<file path="config.mk">
export PLATFORM = sky130hd
export DESIGN_NAME = pwr_src_detect
export DESIGN_NICKNAME = d
export VERILOG_FILES = /design/src/rtl/pwrdet_pkg.sv /design/src/rtl/pwrdet_filter.sv /design/src/rtl/pwrdet_flags.sv /design/src/rtl/pwr_src_detect.sv
export SDC_FILE = /design/constraint.sdc
export NUM_CORES = 1
export LEC_CHECK = 0
export ABC_AREA = 1
export BUFFER_PORTS_ARGS = -buffer_cell sky130_fd_sc_hd__clkbuf_2
export CORE_MARGIN = 2
export CORE_UTILIZATION = 47
export CTS_CLUSTER_SIZE = 30
export DETAILED_ROUTE_END_ITERATION = 8
export PLACE_DENSITY = 0.63
export REMOVE_ABC_BUFFERS = 1
export SLEW_MARGIN = 20
export SYNTH_ARGS = -nofsm -noshare
export SYNTH_HDL_FRONTEND = slang
export SYNTH_HIERARCHICAL = 1
export SYNTH_SLANG_ARGS = --single-unit
export TNS_END_PERCENT = 10
</file>
<file path="constraint.sdc">
create_clock -name clk -period 3.5 [get_ports clk]
set_clock_uncertainty 0.2 [all_clocks]
set_input_delay 0.175 -clock clk [delete_from_list [all_inputs] [get_ports clk]]
set_output_delay 0.175 -clock clk [all_outputs]
set_load 0.1 [all_outputs]
</file>
<file path="src/rtl/pwrdet_pkg.sv">
package pwrdet_pkg;
    localparam int NSRC    = 3;
    localparam int BAT_IDX = 0;
    localparam int DC_IDX  = 1;
    localparam int USB_IDX = 2;

    typedef enum logic [1:0] {
        ST_ABSENT    = 2'd0,
        ST_ARMING    = 2'd1,
        ST_PRESENT   = 2'd2,
        ST_DISARMING = 2'd3
    } det_state_t;
endpackage

</file>
<file path="src/rtl/pwrdet_filter.sv">
module pwrdet_filter
    import pwrdet_pkg::*;
#(
    parameter int CNT_W = 8
) (
    input  logic             clk,
    input  logic             rst_n,
    input  logic             tick,
    input  logic             raw,
    input  logic             dbnc_en,
    input  logic [CNT_W-1:0] rise_lim,
    input  logic [CNT_W-1:0] fall_lim,
    output logic             status,
    output logic             ev_ins,
    output logic             ev_rem
);
    localparam logic [CNT_W:0] ONE = {{CNT_W{1'b0}}, 1'b1};

    det_state_t     state_q, state_d;
    logic [CNT_W-1:0] cnt_q, cnt_d;
    logic           go_ins, go_rem;
    logic [CNT_W:0] cnt_nx, rise_eff, fall_eff;

    assign cnt_nx   = {1'b0, cnt_q} + ONE;
    assign rise_eff = (rise_lim == '0) ? ONE : {1'b0, rise_lim};
    assign fall_eff = (fall_lim == '0) ? ONE : {1'b0, fall_lim};

    always_comb begin
        state_d = state_q;
        cnt_d   = cnt_q;
        go_ins  = 1'b0;
        go_rem  = 1'b0;
        unique case (state_q)
            ST_ABSENT: begin
                if (raw) begin
                    if (!dbnc_en) begin
                        state_d = ST_PRESENT;
                        go_ins  = 1'b1;
                    end else begin
                        state_d = ST_ARMING;
                        cnt_d   = '0;
                    end
                end
            end
            ST_ARMING: begin
                if (!raw) begin
                    state_d = ST_ABSENT;
                end else if (!dbnc_en || (tick && cnt_nx >= rise_eff)) begin
                    state_d = ST_PRESENT;
                    go_ins  = 1'b1;
                end else if (tick) begin
                    cnt_d = cnt_nx[CNT_W-1:0];
                end
            end
            ST_PRESENT: begin
                if (!raw) begin
                    if (!dbnc_en) begin
                        state_d = ST_ABSENT;
                        go_rem  = 1'b1;
                    end else begin
                        state_d = ST_DISARMING;
                        cnt_d   = '0;
                    end
                end
            end
            ST_DISARMING: begin
                if (raw) begin
                    state_d = ST_PRESENT;
                end else if (!dbnc_en || (tick && cnt_nx >= fall_eff)) begin
                    state_d = ST_ABSENT;
                    go_rem  = 1'b1;
                end else if (tick) begin
                    cnt_d = cnt_nx[CNT_W-1:0];
                end
            end
            default: state_d = ST_ABSENT;
        endcase
    end

    always_ff @(posedge clk or negedge rst_n) begin
        if (!rst_n) begin
            state_q <= ST_ABSENT;
            cnt_q   <= '0;
        end else begin
            state_q <= state_d;
            cnt_q   <= cnt_d;
        end
    end

    always_ff @(posedge clk or negedge rst_n) begin
        if (!rst_n) begin
            ev_ins <= 1'b0;
            ev_rem <= 1'b0;
        end else begin
            ev_ins <= go_ins;
            ev_rem <= go_rem;
        end
    end

    assign status = (state_q == ST_PRESENT) || (state_q == ST_DISARMING);
endmodule

</file>
<file path="src/rtl/pwrdet_flags.sv">
module pwrdet_flags #(
    parameter int N = 3
) (
    input  logic         clk,
    input  logic         rst_n,
    input  logic [N-1:0] set_in,
    input  logic [N-1:0] clr_in,
    output logic [N-1:0] flags
);
    always_ff @(posedge clk or negedge rst_n) begin
        if (!rst_n) flags <= '0;
        else        flags <= (flags & ~clr_in) | set_in;
    end
endmodule

</file>
<file path="src/rtl/pwr_src_detect.sv">
module pwr_src_detect
    import pwrdet_pkg::*;
#(
    parameter int CNT_W   = 8,
    parameter int DBNC_MS = 100
) (
    input  logic             clk,
    input  logic             rst_n,
    input  logic             tick_ms,
    input  logic [2:0]       raw_in,
    input  logic [2:0]       dbnc_en,
    input  logic [CNT_W-1:0] bat_ins_ms,
    input  logic [CNT_W-1:0] bat_rem_ms,
    input  logic [2:0]       flag_clr,
    output logic [2:0]       status,
    output logic [2:0]       flags,
    output logic [2:0]       ins_evt,
    output logic [2:0]       rem_evt
);
    localparam logic [CNT_W-1:0] FIXED_LIM = CNT_W'(DBNC_MS);

    logic [CNT_W-1:0] rise_lim [NSRC];
    logic [CNT_W-1:0] fall_lim [NSRC];

    for (genvar g = 0; g < NSRC; g++) begin : g_src
        if (g == BAT_IDX) begin : g_bat
            assign rise_lim[g] = bat_ins_ms;
            assign fall_lim[g] = bat_rem_ms;
        end else begin : g_fix
            assign rise_lim[g] = FIXED_LIM;
            assign fall_lim[g] = FIXED_LIM;
        end

        pwrdet_filter #(.CNT_W(CNT_W)) u_filt (
            .clk      (clk),
            .rst_n    (rst_n),
            .tick     (tick_ms),
            .raw      (raw_in[g]),
            .dbnc_en  (dbnc_en[g]),
            .rise_lim (rise_lim[g]),
            .fall_lim (fall_lim[g]),
            .status   (status[g]),
            .ev_ins   (ins_evt[g]),
            .ev_rem   (rem_evt[g])
        );
    end

    pwrdet_flags #(.N(NSRC)) u_flags (
        .clk    (clk),
        .rst_n  (rst_n),
        .set_in (ins_evt | rem_evt),
        .clr_in (flag_clr),
        .flags  (flags)
    );
endmodule

</file>
==> impl_metrics.json, run 1 <==
{
  "status": "finished clean",
  "die_h_um": 96.0,
  "fp-row-count": 33,
  "syn_area_per_cell_um2": 6.75,
  "yosysSeqAreaShare_pct": 24.5,
  "rsz0062_at_grt": "false",
  "initial_utilization_pct": 48.5,
  "grt_pass1_wl_mm": 14.3,
  "max_slew_margin_pct": 42.5,
  "drc": 0,
  "drt-pass1-iter-count": 4,
  "layout_commonest_cell": "nand2_1",
  "post-route-min-period_ns": 2.85,
  "route.final.wire_length_mm": 8.22,
  "maxCapViolations": 0,
  "worst_pin_slew_ns": 0.862,
  "hold_viol": 0,
  "vias_per_cell": 4.64,
  "path_clk_slew_ns": 0.08,
  "fmax_ghz": 0.351,
  "internal_power_mw": 1.17,
  "antenna_found_initial": 0,
  "synth_cells": 590,
  "crit_family": "simple AND/OR/NAND/NOR gates",
  "die_width_um": 96.0,
  "setup_viol": 0,
  "floorplan.core_area_um2": 8220,
  "nNetsFinal": 762,
  "clkPwrFrac_pct": 19.3,
  "critPathMaxStageDelay_ns": 0.47,
  "final_area_um2": 4660,
  "post_cts_resized": 0,
  "grt_max_degree": 40,
  "root_buffer": "clkbuf_8",
  "synth_seq_cells": 39,
  "placedCellCount": 774,
  "htree_levels": 2,
  "dp_hpwl_mm": 6.69,
  "power_leakage_nw": 2.86,
  "grt_remaining_overflow": 0,
  "grt_usage_pct": 19.2,
  "p_sw_mw": 1.16,
  "crit_path_top_delay_cell": "dfrtp_1",
  "cts_tree": "yes",
  "synth_top_area_share_pct": 24.5,
  "synth-main-ff-cell": "dfrtp_1",
  "grt_pass1_vias": 3366,
  "clock_sinks": 39,
  "io_pins": 40,
  "placed_area_um2": 4450,
  "worstPathRequired_ns": 3.48,
  "sw_frac_of_total_pct": 49.7,
  "seqCellArea_um2": 976,
  "nFillCells": 822,
  "hold_path_class": "in2reg",
  "endpoint_kind": "flop",
  "p_per_area_nw_per_um2": 500,
  "insertion_delay_ns": 0.29,
  "synth_top_cell_by_area": "dfrtp_1",
  "drive_gt1_share_pct": 13.2,
  "setup_slack_ns": 0.654,
  "synth_edf_count": 0,
  "cts_made_buffers": 5,
  "layout_common_cells": "173 x nand2_1, 117 x inv_1, 51 x ha_1",
  "critical_path_buf_inv_count": 2,
  "io_buffers": 39,
  "rrSetupSlack_ns": 0.65,
  "startpoint_type": "flop",
  "pwr-share-comb_pct": 51.7,
  "worst_path_most_repeated_cell": "nand2_1",
  "ant_nets": 0,
  "synth_cell_types": 33,
  "seqPwrFrac_pct": 29.1,
  "synth.area.top_cells": "dfrtp_1 25%, nand2_1 16%, ha_1 16%, inv_1 11%, nor2_1 4.1%",
  "crit_fanout": 9,
  "post_synth_instance_area_um2": 3980,
  "period_share_pct": 81.3,
  "synthArstFlopShare_pct": 100,
  "wire_per_inst_um": 10.4,
  "antenna_cells": 0,
  "dr_total_vias": 3661,
  "areaGrowthSynthToFinish_pct": 17.1,
  "ys_warn_count": 6,
  "dpl_worst_slack_ns": 0.645,
  "fin_tns_setup_ns": 0,
  "drt_iter0_drc": 90,
  "cts_buffer_depth": 2,
  "path_cells": "ha_1, nand2_1, inv_2, nand2_1, xnor2_1, ha_1, nand2_1, inv_1, nand2_1, nand3_1, nand2_1, nand2_1, nand2_1, nand2_1, nand2_2, nand2_4, nand2_4, nand3_4, nand2_1, nand2_1",
  "finalWeightedCongestion": 0.868,
  "crit_arrival_ns": 2.83,
  "instances_no_fill": 789,
  "die_area_um2": 9220,
  "final_max_slew_viol_count": 0,
  "critical_path_class": "reg2reg",
  "multiInputGateArea_um2": 2650,
  "ir_worst_vdd_mv": 0.560
}
-- worst reg2reg max path, cell delays in order (launching register included) --
cell	delay, ns
dfrtp_1	0.47
ha_1	0.21
nand2_1	0.07
inv_2	0.08
nand2_1	0.06
xnor2_1	0.28
ha_1	0.31
nand2_1	0.09
inv_1	0.04
nand2_1	0.05
nand3_1	0.09
nand2_1	0.07
nand2_1	0.05
nand2_1	0.05
nand2_1	0.06
nand2_2	0.08
nand2_4	0.06
nand2_4	0.12
nand3_4	0.14
nand2_1	0.09
nand2_1	0.05
-- cell usage after synthesis, types with 6 or more instances --
| master | count |
|---|---|
| a41o_1 | 6 |
| inv_1 | 117 |
| xor2_1 | 9 |
| nand2_4 | 9 |
| nor2_1 | 43 |
| nor3b_1 | 6 |
| inv_2 | 10 |
| nand2_1 | 173 |
| a21oi_1 | 21 |
| ha_1 | 51 |
| dfrtp_1 | 39 |
| nand3_1 | 23 |
| nand4_1 | 25 |
| nand2_2 | 7 |
| nor4_1 | 6 |
-- logic make-up (layout without fill, tap and decap cells) --
logic type	Yosys count	in the layout	share of synthesized area, %
flops	39	39	24.5
xor+xnor	12	12	2.64
buf+inv	136	184	13.2
compound gates	35	35	5.59
simple gates	315	315	37.9
fa+ha+maj	51	51	16.0
other cells	2	48	0.189
-- layer usage --
metal / vias up / part of all wire, % / GRT usage (%)
met5: - / 0 / 0
met4: 0 / 0.50 / 2.74
met3: 6 / 3.0 / 2.98
met2: 60 / 46 / 33.3
met1: 1599 / 50 / 25.6
li1: 1996 / - / -
-- metrics by stage --
step / utilization, % / hold WS, ns / power (mW)
2_1_floorplan: - / -0.321 / 1.62
3_3_place_gp: 54.2 / 0.175 / 1.86
3_5_place_dp: 54.2 / 0.184 / 1.88
4_1_cts: 56.7 / 0.0644 / 2.35
5_1_grt: 56.7 / 0.102 / 2.54
6_report: 56.7 / 0.0769 / 2.33
-- power by group through the flow --
| stage | Combinational (mW) | Sequential (mW) | Clock, mW |
|---|---|---|---|
| 2_1_floorplan | 0.676 | 0.940 | 0 |
| 3_5_place_dp | 1.20 | 0.684 | 0 |
| 6_report | 1.21 | 0.678 | 0.449 |
| 3_3_place_gp | 1.17 | 0.683 | 0 |
| 4_1_cts | 1.21 | 0.677 | 0.461 |
| 5_1_grt | 1.37 | 0.695 | 0.482 |
-- state kept, by name, indices dropped and copies added (netlist names) --
| signal | flops |
|---|---|
| g_src.u_filt/ev_ins | 3 |
| u_flags/flags | 3 |
| g_src.u_filt/ev_rem | 3 |
| g_src.u_filt/cnt_q | 24 |
| g_src.u_filt/state_q | 6 |
-- what timing repair did --
action,4_1_cts,5_1_grt
endpoints found under the hold margin,45,0
setup buffers,0,0
hold buffers,7,0
-- layout make-up --
class	count	area share, %
multi-input cells	461	56.9
flip-flops and latches	39	20.9
inverters	130	10.7
repair buffers	46	5.69
well taps	105	2.82
clock buffers	5	1.48
clock inverters	3	1.45
-- worst paths after layout --
check                      cells after the start                                 start                                endpoint
max in group asynchronous                      2                                 rst_n  g_src[2].u_filt/state_q[0]$_DFFE_PN0P_
setup / recovery                              20  g_src[2].u_filt/cnt_q[0]$_DFFE_PN0P_    g_src[2].u_filt/cnt_q[1]$_DFFE_PN0P_
hold reg to reg                                2            u_flags/flags[2]$_DFF_PN0_              u_flags/flags[2]$_DFF_PN0_
hold / removal                                 4                            dbnc_en[0]  g_src[0].u_filt/state_q[1]$_DFFE_PN0P_
min in group asynchronous                      2                                 rst_n    g_src[2].u_filt/cnt_q[6]$_DFFE_PN0P_
setup reg to reg                              20  g_src[2].u_filt/cnt_q[0]$_DFFE_PN0P_    g_src[2].u_filt/cnt_q[1]$_DFFE_PN0P_
(Power assumes the default switching activity.)
==> inputs of run 2 (changes only) <==
- ABC_AREA: 1 -> 0
- PLACE_DENSITY: 0.63 -> 0.66
- clock period: 3.5 -> 2.6 ns (I/O delays scaled with it)
==> run 2 against run 1 <==
The flow now finishes with violations (negative setup slack); synthesized cell count decreased by 30%; critical path type unchanged; global-route usage increased by 2.9 points; total power increased by 38%.
==> impl_metrics.json, run 2 <==
{
  "crit_fanout": 3,
  "synthXorXnorAreaFrac_pct": 5.18,
  "setup_slack_ns": -0.277,
  "synth_top_area_share_pct": 27.5,
  "dr_total_vias": 3393,
  "route.final.wire_length_mm": 9.24,
  "fin_tns_setup_ns": -5.93,
  "reg2regPathDepth": 13,
  "path_clk_slew_ns": 0.09,
  "drt_iter0_drc": 76,
  "antenna_cells": 0,
  "nFillCells": 571,
  "setup_viol": 31,
  "die_area_um2": 8270,
  "ant_nets": 0,
  "synth_fa_ha_area_share_pct": 18.0,
  "clkPwrFrac_pct": 13.3,
  "synth-main-ff-cell": "dfrtp_1",
  "yosys-top-cells-count": "72 x inv_1, 51 x ha_1, 45 x nand2_1",
  "largest_reg_flops": 24,
  "syn_area_per_cell_um2": 8.60,
  "seqPwrFrac_pct": 26.7,
  "final_area_um2": 5280,
  "internal_power_mw": 1.71,
  "layout_common_cells": "72 x inv_1, 72 x buf_4, 48 x conb_1",
  "grt_max_degree": 40,
  "floorplan.core_area_um2": 7290,
  "synth_compound_area_share_pct": 16.0,
  "antenna_found_initial": 0,
  "die_width_um": 90.9,
  "cts_tree": "yes",
  "areaGrowthSynthToFinish_pct": 48.6,
  "startpoint_type": "flop",
  "synth_cell_types": 36,
  "final_max_slew_viol_count": 0,
  "worst_pin_slew_ns": 0.879,
  "synth_edf_count": 0,
  "fp-row-count": 31,
  "grt_usage_pct": 22.0,
  "drc": 0,
  "grt_pass1_wl_mm": 15.2,
  "maxCapViolations": 0,
  "finalWeightedCongestion": 0.876,
  "synth_cells": 413,
  "vias_per_cell": 4.95,
  "power_leakage_nw": 2.95,
  "status": "complete, but fails checks",
  "hold_depth": 3,
  "largestRegisters": "g_src.u_filt/cnt_q (24), g_src.u_filt/state_q (6)",
  "grt_pass1_vias": 3491,
  "io_pins": 40,
  "sw_frac_of_total_pct": 46.9,
  "synth_top_cell_by_area": "dfrtp_1",
  "root_buffer": "clkbuf_8",
  "muxShareOfSynthArea_pct": 7.19,
  "cts_buffer_depth": 2,
  "regMostFlops": "g_src.u_filt/cnt_q",
  "grt_remaining_overflow": 0,
  "drt-pass1-iter-count": 4,
  "ys_warn_count": 6,
  "period_share_pct": 111,
  "p_sw_mw": 1.51,
  "clock_sinks": 39,
  "post_synth_instance_area_um2": 3550,
  "synth.area.top_cells": "dfrtp_1 27%, ha_1 18%, inv_1 7.6%, mux2i_1 5.9%, nand2_1 4.8%",
  "ir_worst_vdd_mv": 0.508,
  "crit_arrival_ns": 2.89,
  "final_core_util_pct": 72.4,
  "die_h_um": 90.9,
  "hold_path_class": "in2reg",
  "io_buffers": 39,
  "p_per_area_nw_per_um2": 610,
  "dpl_worst_slack_ns": -0.461,
  "synth_simple_gate_area_share_pct": 17.4,
  "drive_gt1_share_pct": 34.3,
  "max_slew_margin_pct": 41.4,
  "violations": "negative setup slack",
  "nNetsFinal": 664,
  "instances_no_fill": 685,
  "synth_top_family_by_area": "adder cells",
  "synthArstFlopShare_pct": 100,
  "htree_levels": 2,
  "cts_made_buffers": 5,
  "synth_seq_cells": 39,
  "yosysSeqAreaShare_pct": 27.5,
  "post-route-min-period_ns": 2.88,
  "placed_area_um2": 4520,
  "hold_viol": 0,
  "wire_per_inst_um": 13.5,
  "pwr-share-comb_pct": 60.0,
  "worstPathRequired_ns": 2.62,
  "fmax_ghz": 0.348,
  "insertion_delay_ns": 0.30,
  "synth.most_common_cell": "inv_1",
  "placedCellCount": 656,
  "initial_utilization_pct": 48.7,
  "dp_hpwl_mm": 6.55,
  "critical_path_class": "reg2reg",
  "rsz0062_at_grt": "true",
  "endpoint_kind": "flop"
}
## run 2: cells by family (layout without fill, tap and decap cells)
| logic type | Yosys count | after routing |
|---|---|---|
| and+or+nand+nor | 123 | 123 |
| buffers and inverters | 81 | 208 |
| AOI/OAI and AO/OA | 72 | 72 |
| adders and majority gates | 51 | 51 |
| DFF | 39 | 39 |
| muxes | 24 | 24 |
| xor gates and xnor gates | 21 | 21 |
| other | 2 | 48 |
## run 2: cell type report
class | count | area [µm²] | share of cell area [%]
clock buffer | 5 | 68.8 | 1.30
clock inverter | 3 | 23.8 | 0.450
inverter | 72 | 270 | 5.12
multi-input combinational | 339 | 2900 | 54.9
sequential | 39 | 976 | 18.5
tap | 99 | 124 | 2.35
timing repair buffer | 128 | 918 | 17.4
## run 2: final timing paths
path	from	endpoint	slack, ns
setup reg to reg	g_src[0].u_filt/cnt_q[0]$_DFFE_PN0P_	g_src[0].u_filt/cnt_q[2]$_DFFE_PN0P_	-0.28
max in group asynchronous	rst_n	g_src[2].u_filt/ev_rem$_DFF_PN0_	1.34
setup / recovery	g_src[0].u_filt/cnt_q[0]$_DFFE_PN0P_	g_src[0].u_filt/cnt_q[2]$_DFFE_PN0P_	-0.28
hold / removal	dbnc_en[0]	g_src[0].u_filt/state_q[1]$_DFFE_PN0P_	0.04
min in group asynchronous	rst_n	g_src[0].u_filt/ev_rem$_DFF_PN0_	0.30
hold reg to reg	u_flags/flags[2]$_DFF_PN0_	u_flags/flags[2]$_DFF_PN0_	0.29
## run 2: repair_timing
action                     4_1_cts  5_1_grt
hold endpoints to repair        51        0
gates resized for setup         36       52
setup endpoints to repair       35       36
hold buffers                     7        0
pin swaps                       28       33
setup buffers                    4       10
## run 2: critical path, stage by stage (launching register included)
cell and delay [ns]:
dfrtp_1 0.41, ha_2 0.21, nand3_4 0.12, nor2_4 0.05, xnor2_2 0.14, buf_4 0.14, ha_1 0.33, nand3_4 0.10
nor2_4 0.11, a21oi_2 0.06, a32o_2 0.30, o221ai_4 0.24, buf_6 0.16, mux2i_2 0.21
## run 2: power by group through the flow
| stage | sequential, mW | clock [mW] | combinational [mW] |
|---|---|---|---|
| CTS | 0.852 | 0.440 | 1.83 |
| floorplan | 1.24 | 0 | 0.815 |
| finish | 0.859 | 0.430 | 1.93 |
| global route | 0.880 | 0.467 | 2.11 |
| detailed placement | 0.858 | 0 | 1.72 |
| global placement | 0.856 | 0 | 1.67 |
## run 2: metal layers
| metal | vias to the layer above | global-route usage [%] | wire length, µm |
|---|---|---|---|
| met3 | 20 | 3.17 | 317 |
| met4 | 0 | 5.18 | 177 |
| met2 | 69 | 40.5 | 4720 |
| met1 | 1589 | 27.0 | 4020 |
| met5 | - | 0 | 0 |
| li1 | 1715 | - | - |
## run 2: stage by stage
step / total power [mW] / hold slack (ns)
after floorplan: 2.06 / -0.366
after global routing: 3.46 / 0.0666
after detailed placement: 2.58 / 0.134
final: 3.22 / 0.0377
after global placement: 2.53 / 0.129
after CTS: 3.12 / 0.0321
